## src/rtl/tkw_pkg.sv

```systemverilog
package tkw_pkg;

  localparam int unsigned PTR_W   = 2;
  localparam int unsigned N_PAIRS = 2 ** PTR_W;

  typedef logic [PTR_W-1:0] ptr_t;

  typedef enum logic [1:0] {
    SEL_CTRL = 2'd0,
    SEL_TVAL = 2'd1,
    SEL_ACFG = 2'd2,
    SEL_AVAL = 2'd3
  } win_sel_e;

  // Next pointer: a load wins, otherwise a step lowers it and stops at zero.
  function automatic ptr_t ptr_next(ptr_t cur, logic load, ptr_t load_val, logic step);
    if (load) return load_val;
    if (step && (cur != '0)) return cur - ptr_t'(1);
    return cur;
  endfunction

  // Write-enable flag: raising it needs unlock, clearing or holding does not.
  function automatic logic wren_next(logic cur, logic wr, logic req, logic unlock);
    if (!wr) return cur;
    return req & (cur | unlock);
  endfunction

endpackage

```

## src/rtl/tkw_decode.sv

```systemverilog
module tkw_decode
  import tkw_pkg::*;
(
  input  logic [1:0] bus_addr,
  input  logic       bus_wr,
  input  logic       bus_rd,
  input  logic [1:0] bus_be,
  output logic       ctrl_ld,
  output logic       acfg_ld,
  output logic       tm_lo_wr,
  output logic       tm_hi_wr,
  output logic       al_lo_wr,
  output logic       al_hi_wr,
  output logic       tm_step,
  output logic       al_step
);

  win_sel_e sel;
  logic     hit_ctrl, hit_tval, hit_acfg, hit_aval;

  assign sel      = win_sel_e'(bus_addr);
  assign hit_ctrl = (sel == SEL_CTRL);
  assign hit_tval = (sel == SEL_TVAL);
  assign hit_acfg = (sel == SEL_ACFG);
  assign hit_aval = (sel == SEL_AVAL);

  // Only the high lane holds the pointer bits of a configuration word.
  assign ctrl_ld  = bus_wr & hit_ctrl & bus_be[1];
  assign acfg_ld  = bus_wr & hit_acfg & bus_be[1];

  assign tm_lo_wr = bus_wr & hit_tval & bus_be[0];
  assign tm_hi_wr = bus_wr & hit_tval & bus_be[1];
  assign al_lo_wr = bus_wr & hit_aval & bus_be[0];
  assign al_hi_wr = bus_wr & hit_aval & bus_be[1];

  // Reads of either lane, or high-lane writes, step the pointer once.
  assign tm_step  = hit_tval & (bus_rd | (bus_wr & bus_be[1]));
  assign al_step  = hit_aval & (bus_rd | (bus_wr & bus_be[1]));

endmodule

```

## src/rtl/tkw_ptr.sv

```systemverilog
module tkw_ptr
  import tkw_pkg::*;
(
  input  logic clk,
  input  logic rst_n,
  input  logic load,
  input  ptr_t load_val,
  input  logic step,
  output ptr_t ptr
);

  ptr_t ptr_r;

  always_ff @(posedge clk or negedge rst_n) begin
    if (!rst_n) ptr_r <= '0;
    else        ptr_r <= ptr_next(ptr_r, load, load_val, step);
  end

  assign ptr = ptr_r;

endmodule

```

## src/rtl/tkw_bank.sv

```systemverilog
module tkw_bank #(
  parameter int unsigned BYTE_W  = 8,
  parameter int unsigned N_PAIRS = 4,
  parameter logic [N_PAIRS-1:0] LO_MASK = '1,
  parameter logic [N_PAIRS-1:0] HI_MASK = '1
) (
  input  logic                        clk,
  input  logic                        rst_n,
  input  logic [$clog2(N_PAIRS)-1:0]  sel,
  input  logic                        wr_lo,
  input  logic                        wr_hi,
  input  logic [2*BYTE_W-1:0]         wdata,
  output logic [2*BYTE_W-1:0]         rd_pair,
  output logic [N_PAIRS*BYTE_W-1:0]   lo_q,
  output logic [N_PAIRS*BYTE_W-1:0]   hi_q
);

  localparam int unsigned SEL_W = $clog2(N_PAIRS);

  logic [BYTE_W-1:0] lo_b [N_PAIRS];
  logic [BYTE_W-1:0] hi_b [N_PAIRS];

  for (genvar k = 0; k < N_PAIRS; k++) begin : g_pair
    if (LO_MASK[k]) begin : g_lo
      logic [BYTE_W-1:0] lo_r;
      always_ff @(posedge clk or negedge rst_n) begin
        if (!rst_n) lo_r <= '0;
        else if (wr_lo && (sel == SEL_W'(k))) lo_r <= wdata[BYTE_W-1:0];
      end
      assign lo_b[k] = lo_r;
    end else begin : g_lo_none
      assign lo_b[k] = '0;
    end

    if (HI_MASK[k]) begin : g_hi
      logic [BYTE_W-1:0] hi_r;
      always_ff @(posedge clk or negedge rst_n) begin
        if (!rst_n) hi_r <= '0;
        else if (wr_hi && (sel == SEL_W'(k))) hi_r <= wdata[2*BYTE_W-1:BYTE_W];
      end
      assign hi_b[k] = hi_r;
    end else begin : g_hi_none
      assign hi_b[k] = '0;
    end

    assign lo_q[k*BYTE_W +: BYTE_W] = lo_b[k];
    assign hi_q[k*BYTE_W +: BYTE_W] = hi_b[k];
  end

  always_comb begin
    rd_pair = '0;
    for (int k = 0; k < N_PAIRS; k++) begin
      if (sel == SEL_W'(k)) rd_pair = {hi_b[k], lo_b[k]};
    end
  end

endmodule

```

## src/rtl/tkw_window.sv

```systemverilog
module tkw_window
  import tkw_pkg::*;
#(
  parameter int unsigned DATA_W   = 16,
  parameter int unsigned PTR_LSB  = 8,
  parameter int unsigned WREN_BIT = 13,
  parameter logic [N_PAIRS-1:0] TM_LO_MASK = 4'b1111,
  parameter logic [N_PAIRS-1:0] TM_HI_MASK = 4'b0111,
  parameter logic [N_PAIRS-1:0] AL_LO_MASK = 4'b0111,
  parameter logic [N_PAIRS-1:0] AL_HI_MASK = 4'b0111
) (
  input  logic                           clk,
  input  logic                           rst_n,
  input  logic [1:0]                     bus_addr,
  input  logic                           bus_wr,
  input  logic                           bus_rd,
  input  logic [1:0]                     bus_be,
  input  logic [DATA_W-1:0]              bus_wdata,
  output logic [DATA_W-1:0]              bus_rdata,
  input  logic                           wr_unlock,
  output logic [N_PAIRS*(DATA_W/2)-1:0]  tm_lo_q,
  output logic [N_PAIRS*(DATA_W/2)-1:0]  tm_hi_q,
  output logic [N_PAIRS*(DATA_W/2)-1:0]  al_lo_q,
  output logic [N_PAIRS*(DATA_W/2)-1:0]  al_hi_q
);

  localparam int unsigned BYTE_W = DATA_W / 2;

  // Decoded events, named for the checker.
  logic ctrl_ld, acfg_ld;
  logic tm_lo_wr, tm_hi_wr, al_lo_wr, al_hi_wr;
  logic tm_lo_wr_g, tm_hi_wr_g;
  logic tm_step, al_step;
  logic wren;
  ptr_t tm_ptr, al_ptr;
  ptr_t ptr_wval;
  logic [DATA_W-1:0] tm_pair, al_pair;

  tkw_decode u_decode (
    .bus_addr (bus_addr),
    .bus_wr   (bus_wr),
    .bus_rd   (bus_rd),
    .bus_be   (bus_be),
    .ctrl_ld  (ctrl_ld),
    .acfg_ld  (acfg_ld),
    .tm_lo_wr (tm_lo_wr),
    .tm_hi_wr (tm_hi_wr),
    .al_lo_wr (al_lo_wr),
    .al_hi_wr (al_hi_wr),
    .tm_step  (tm_step),
    .al_step  (al_step)
  );

  assign ptr_wval = bus_wdata[PTR_LSB +: PTR_W];

  tkw_ptr u_tm_ptr (
    .clk      (clk),
    .rst_n    (rst_n),
    .load     (ctrl_ld),
    .load_val (ptr_wval),
    .step     (tm_step),
    .ptr      (tm_ptr)
  );

  tkw_ptr u_al_ptr (
    .clk      (clk),
    .rst_n    (rst_n),
    .load     (acfg_ld),
    .load_val (ptr_wval),
    .step     (al_step),
    .ptr      (al_ptr)
  );

  always_ff @(posedge clk or negedge rst_n) begin
    if (!rst_n) wren <= 1'b0;
    else        wren <= wren_next(wren, ctrl_ld, bus_wdata[WREN_BIT], wr_unlock);
  end

  // Time byte writes are gated, alarm byte writes are not.
  assign tm_lo_wr_g = tm_lo_wr & wren;
  assign tm_hi_wr_g = tm_hi_wr & wren;

  tkw_bank #(
    .BYTE_W  (BYTE_W),
    .N_PAIRS (N_PAIRS),
    .LO_MASK (TM_LO_MASK),
    .HI_MASK (TM_HI_MASK)
  ) u_tm_bank (
    .clk     (clk),
    .rst_n   (rst_n),
    .sel     (tm_ptr),
    .wr_lo   (tm_lo_wr_g),
    .wr_hi   (tm_hi_wr_g),
    .wdata   (bus_wdata),
    .rd_pair (tm_pair),
    .lo_q    (tm_lo_q),
    .hi_q    (tm_hi_q)
  );

  tkw_bank #(
    .BYTE_W  (BYTE_W),
    .N_PAIRS (N_PAIRS),
    .LO_MASK (AL_LO_MASK),
    .HI_MASK (AL_HI_MASK)
  ) u_al_bank (
    .clk     (clk),
    .rst_n   (rst_n),
    .sel     (al_ptr),
    .wr_lo   (al_lo_wr),
    .wr_hi   (al_hi_wr),
    .wdata   (bus_wdata),
    .rd_pair (al_pair),
    .lo_q    (al_lo_q),
    .hi_q    (al_hi_q)
  );

  always_comb begin
    bus_rdata = '0;
    unique case (win_sel_e'(bus_addr))
      SEL_CTRL: begin
        bus_rdata[PTR_LSB +: PTR_W] = tm_ptr;
        bus_rdata[WREN_BIT]         = wren;
      end
      SEL_TVAL: bus_rdata = tm_pair;
      SEL_ACFG: bus_rdata[PTR_LSB +: PTR_W] = al_ptr;
      SEL_AVAL: bus_rdata = al_pair;
      default:  bus_rdata = '0;
    endcase
  end

endmodule

```

## config.mk

```make
export PLATFORM = sky130hd
export DESIGN_NAME = tkw_window
export DESIGN_NICKNAME = d
export VERILOG_FILES = /design/src/rtl/tkw_pkg.sv /design/src/rtl/tkw_decode.sv /design/src/rtl/tkw_ptr.sv /design/src/rtl/tkw_bank.sv /design/src/rtl/tkw_window.sv
export SDC_FILE = /design/constraint.sdc
export NUM_CORES = 1
export LEC_CHECK = 0
export BUFFER_PORTS_ARGS = -buffer_cell sky130_fd_sc_hd__buf_4
export CAP_MARGIN = 0
export CORE_MARGIN = 1
export CORE_UTILIZATION = 30
export CTS_BUF_LIST = sky130_fd_sc_hd__clkbuf_8
export CTS_CLUSTER_DIAMETER = 120
export DETAILED_ROUTE_END_ITERATION = 8
export REMOVE_ABC_BUFFERS = 1
export SLEW_MARGIN = 15
export SYNTH_ARGS = -nofsm -noshare
export SYNTH_HDL_FRONTEND = slang
export SYNTH_SLANG_ARGS = --single-unit
```

## constraint.sdc

```tcl
create_clock -name clk -period 2.23 [get_ports clk]
set_input_delay 0.223 -clock clk [delete_from_list [all_inputs] [get_ports clk]]
set_output_delay 0.223 -clock clk [all_outputs]
set_load 0.01 [all_outputs]
```

After elaboration in Yosys (flattened, before gate mapping)
Cells that the tools add are included.

word-level totals
  register bits after elaboration = 109
  bits in latches = 0
  bits in writable memories = 0
  bits in read-only memories = 0
  input port bits = 25
  output and inout port bits = 144
  logic and storage cells = 94
  memories = 0

operators by class
  $add $sub $neg = 2
  $mul = 0
  div/mod/pow operators = 0
  $lt $le $gt $ge = 0
  eq/ne operators = 9
  shift operators = 0
  multiplexer cells = 27
  bitwise gates (word level) = 18
  reductions and logical operators = 22

operator list
  operator                                                               number
  16-bit 2-to-1 mux                                                      8
  1-bit bitwise AND                                                      16
  2-bit 2-to-1 mux                                                       8
  8-bit case mux with 2 select lines                                     1
  1-bit logical AND                                                      15
  2-bit equality test, second input constant                             6
  2-bit case mux with 4 select lines                                     1
  2-bit nonzero test                                                     4
  2-bit by 1-bit equality test with 1-bit output, second input constant  3
  2-bit zero test                                                        3
  1-bit 2-to-1 mux                                                       6
  3-bit case mux with 2 select lines                                     1
  2-bit case mux with 2 select lines                                     1
  2-bit by 1-bit subtractor with 2-bit output, second input constant     2
  1-bit case mux with 3 select lines                                     1
  1-bit bitwise OR                                                       2

Depth between registers and ports, before layout
  word-level depth = 8
  gate-level depth with buffers = 8
  mapped depth without buffers = 6

By module
From an unflattened synthesis, not the netlist that was laid out.

second synthesis, totals
  cells, all modules = 399
  area, all modules = 5629.1 um^2

modules (own cells, without submodules)
  module                 instances  cells each  area each (um^2)  sequential area each (um^2)
  tkw_bank at u_tm_bank  1          160         2608.8            1401.3
  tkw_bank at u_al_bank  1          159         2332.2            1201.2
  tkw_window             1          41          362.8             25.0
  tkw_ptr                2          13          131.4             50.0
  tkw_decode             1          13          62.6              0.0

Worst setup path before layout
OpenSTA, ideal clock, no wires.

  path kind = flip-flop to output port
  start = reg u_tm_ptr.ptr_r[0], in the netlist u_tm_ptr.ptr[0]
  end = out bus_rdata[13]
  arrival time = 1.725 ns
  slack = 0.282 ns
  cell stages (with the launch flop) = 9
  path buffers = 2
  cell sequence = dfrtp_1 -> inv_1 -> ha_1 -> buf_4 -> nor2b_1 -> buf_2 -> a221oi_1 -> nor3_1 -> a221o_1

on the way
  cells in the longest elaborated chain, start to end = 6

ends and longest elaborated chain
  element                               line               source
  from (decl)                           tkw_ptr.sv:12      ptr_t ptr_r;
  from (signal assigned)                tkw_ptr.sv:16      else ptr_r <= ptr_next(ptr_r, load, load_val, step);
  2-bit zero test                       tkw_bank.sv:53     if (sel == SEL_W'(k)) rd_pair = {hi_b[k], lo_b[k]};
  16-bit 2-to-1 mux (3 in series)       tkw_bank.sv:53
  16-bit 2-to-1 mux *                   tkw_bank.sv:53
  1-bit case mux with 3 select lines *  tkw_window.sv:119  unique case (win_sel_e'(bus_addr))
  to (decl)                             tkw_window.sv:19   output logic [DATA_W-1:0] bus_rdata,

Mark *: on every way between the ends. The rest lies on a longest branch, timed or not.

Worst setup path in the final report
Ends and elaborated chain as after synthesis.

==> results.tsv <==
metric	value	unit
status	finished with violations	
failing checks	negative setup slack	
clk sink count	109	
Final period util	1.04	
H-tree depth	3	
Root Buffer Master	clkbuf_8	
Worst Slack Setup Final	-95.3	ps
Initial Util	0.308	
Syn Inst Count	466	
ANT cells	0	
CTS tree	yes	
power consumption	10900	uW
clk slew on worst S/H paths	100	ps
register-to-register setup slack	300	ps
# DRC	0	
Core Region	18800	um^2
clk_lat worst skew	380	ps
Seq/Total Area, Yosys	0.472	
R2R depth	5	
Max Cap Viol	0	
Syn. warnings	0	
power per cell area	1360	nW/um^2
number of placement rows	50	
RSZ-0062 raised after global routing	true	
mapped cell area	5770	um^2
routed vias/inst	5.03	
Setup Skew	9.52	ps
largest net degree at the start of global routing	52	
Critical Path Source Type	flop	
Placed Cells	842	
GRT Total Usage	0.181	
routed len/inst	20.3	um
Fin Setup TNS	-348	ps
critical path class	flop to output pin	
post-synth cell types	40	
Hold EP	u_tm_bank.g_pair[2].g_hi.hi_r[3]	
Worst VDD drop	0.000537	V
layout cells sized above 1	0.575	
crit end category	output pin	
Pre-Repair DR Iteration Count	5	
Worst-Margin Slew	668	ps
antenna violations before repair	0	
Crit-path slowest cell	dfrtp_2	
most frequent cell after synthesis	dfrtp_1	
DPL Wire Length	12900	um
static leakage	0.00386	uW
vias in the first global route	4538	
crit path max fanout	7	
CTS buffer count	9	
area leader, netlist	dfrtp_1	
Layout Nets	679	
worst r2r src	u_al_ptr.ptr[1]	
asr flop ratio synth	1.00	
global-route wire length before repair	27000	um
Yosys reg bits	109	
Post-DRT Antenna Nets	0	
Synth Area per Inst	12.4	um^2
Main synth FF type	dfrtp_1	
Final Hold Vio Count	0	
Final Wtd Congestion	0.885	
max incr delay on CP	430	ps
most frequent cells after synthesis	dfrtp_1 (109), mux2_4 (56), mux2_2 (49)	
area delta synth->final	38.4	%
Vias	4450	
worst hold-check path type	input port to flop	
Die H	141	um
Final Critical Period	2330	ps
f_max	0.430	GHz
Buffers on Ports	144	
final setup fails	9	
Reg2Reg Capture Point	u_al_bank.g_pair[2].g_lo.lo_r[3]	
CTS Buffer Depth	2	
fin cells	884	
total gr overflow	0	
Slew Limit Fails	0	
Worst EP arrival	2100	ps
die footprint	19800	um^2
Post-synth EDFFs	0	
Hold Startpoint	bus_wdata[11]	
slew margin rel.	0.551	
Hold Crit Depth	2	
pre-CTS setup slack	139	ps
WP data required	2010	ps
largest cells by area after synthesis	dfrtp_1 (47%), mux2_4 (15%), mux2_2 (9.6%), a21oi_1 (3.9%), buf_4 (3.6%)	
top cell type's share of synthesized area	0.472	
boundary pin count	169	
Initial DRC Count	229	
die width	141	um
final WL	18000	um
Critical Path, Cell by Cell	inv_4, ha_4, nor2b_2, buf_6, a221oi_2, nor3_2, a221o_1, buf_6	
Top cell by count, worst path	buf_6	
==> layer usage <==
metal,wire (um),GRT usage,part of all wire
met4,251,0.0418,0.014
met3,1190,0.0438,0.066
met5,0,0,0
met2,9130,0.314,0.51
met1,7390,0.227,0.41
==> registers in the layout (all words and copies together), names as in the netlist <==
signal	flops
u_tm_bank.g_pair.g_lo.lo_r	32
u_al_bank.g_pair.g_hi.hi_r	24
u_al_bank.g_pair.g_lo.lo_r	24
u_tm_bank.g_pair.g_hi.hi_r	24
u_al_ptr.ptr	2
u_tm_ptr.ptr	2
wren	1
==> cell usage in the layout (no fill, tap or decap), types with 5 or more instances in the layout <==
master    synthesis  final
buf_4            28    172
dfrtp_1         109    107
mux2_4           56     56
mux2_2           49     49
a21oi_1          45     35
nand2_1          30     30
conb_1            1     24
nand3b_1         16     16
buf_6             1     12
clkbuf_8          0     10
inv_1            12      9
a22oi_2           0      9
o21ai_1           0      9
a21oi_2           0      9
nand2_8           7      7
ha_4              0      6
buf_12            1      6
o21ai_0          14      5
==> repair_timing <==
item	4_1_cts	5_1_grt
pin swaps	10	17
setup buffers	14	11
endpoints found under the setup margin	16	16
hold buffers	1	0
gates resized for setup	52	55
hold endpoints to repair	31	0
gates cloned	0	1
==> stage by stage <==
step	util	area [um^2]	hold slack, ps
floorplan	-	5540	-72.6
global placement	0.379	7110	199
detailed placement	0.379	7110	209
CTS	0.408	7650	94.0
global route	0.426	7990	91.2
finish	0.426	7990	121
==> worst max-delay path by stage <==
stage	from	to	slack (ps)
after floorplan	u_tm_ptr.ptr[1]	bus_rdata[13]	-100
after CTS	u_tm_ptr.ptr[1]	bus_rdata[3]	-100
after detailed placement	u_tm_ptr.ptr[0]	bus_rdata[3]	140
after global routing	u_tm_ptr.ptr[0]	bus_rdata[13]	-160
final	u_tm_ptr.ptr[0]	bus_rdata[13]	-100
after global placement	u_al_ptr.ptr[1]	bus_rdata[13]	180
==> cell families (layout without fill, tap and decap cells) <==
family / after synthesis / in the layout / synth area share
and+or+nand+nor: 81 / 81 / 0.0960
buffers and inverters: 62 / 223 / 0.0635
adders and majority gates: 8 / 8 / 0.0173
AOI/OAI and AO/OA: 96 / 96 / 0.102
xor gates and xnor gates: 2 / 2 / 0.00303
other: 1 / 24 / 0.000649
DFF: 109 / 109 / 0.472
muxes: 107 / 107 / 0.245
==> worst max-delay path, delay by kind of cell, from the launching register on <==
kind                       cells  cell delay, ps
and+or+nand+nor                2             240
adders and majority gates      1             170
buffers and inverters          3             340
AOI/OAI and AO/OA              2             540
DFF                            1             430
==> cell type report <==
class                      instances  area [um^2]
inverter                          12         50.0
tap                              234          293
sequential                       109         2730
fill                            1736        10800
multi-input combinational        318         3060
timing repair buffer             196         1640
clock inverter                     5         76.3
clock buffer                      10          138
==> power by group <==
group | total [uW] | internal (uW) | leakage (uW) | switching, uW
clock | 1310 | 652 | 0.000110 | 660
sequential | 3640 | 2780 | 0.00143 | 855
combinational | 5910 | 3300 | 0.00233 | 2610
total | 10900 | 6730 | 0.00386 | 4130
(Power assumes the default switching activity.)
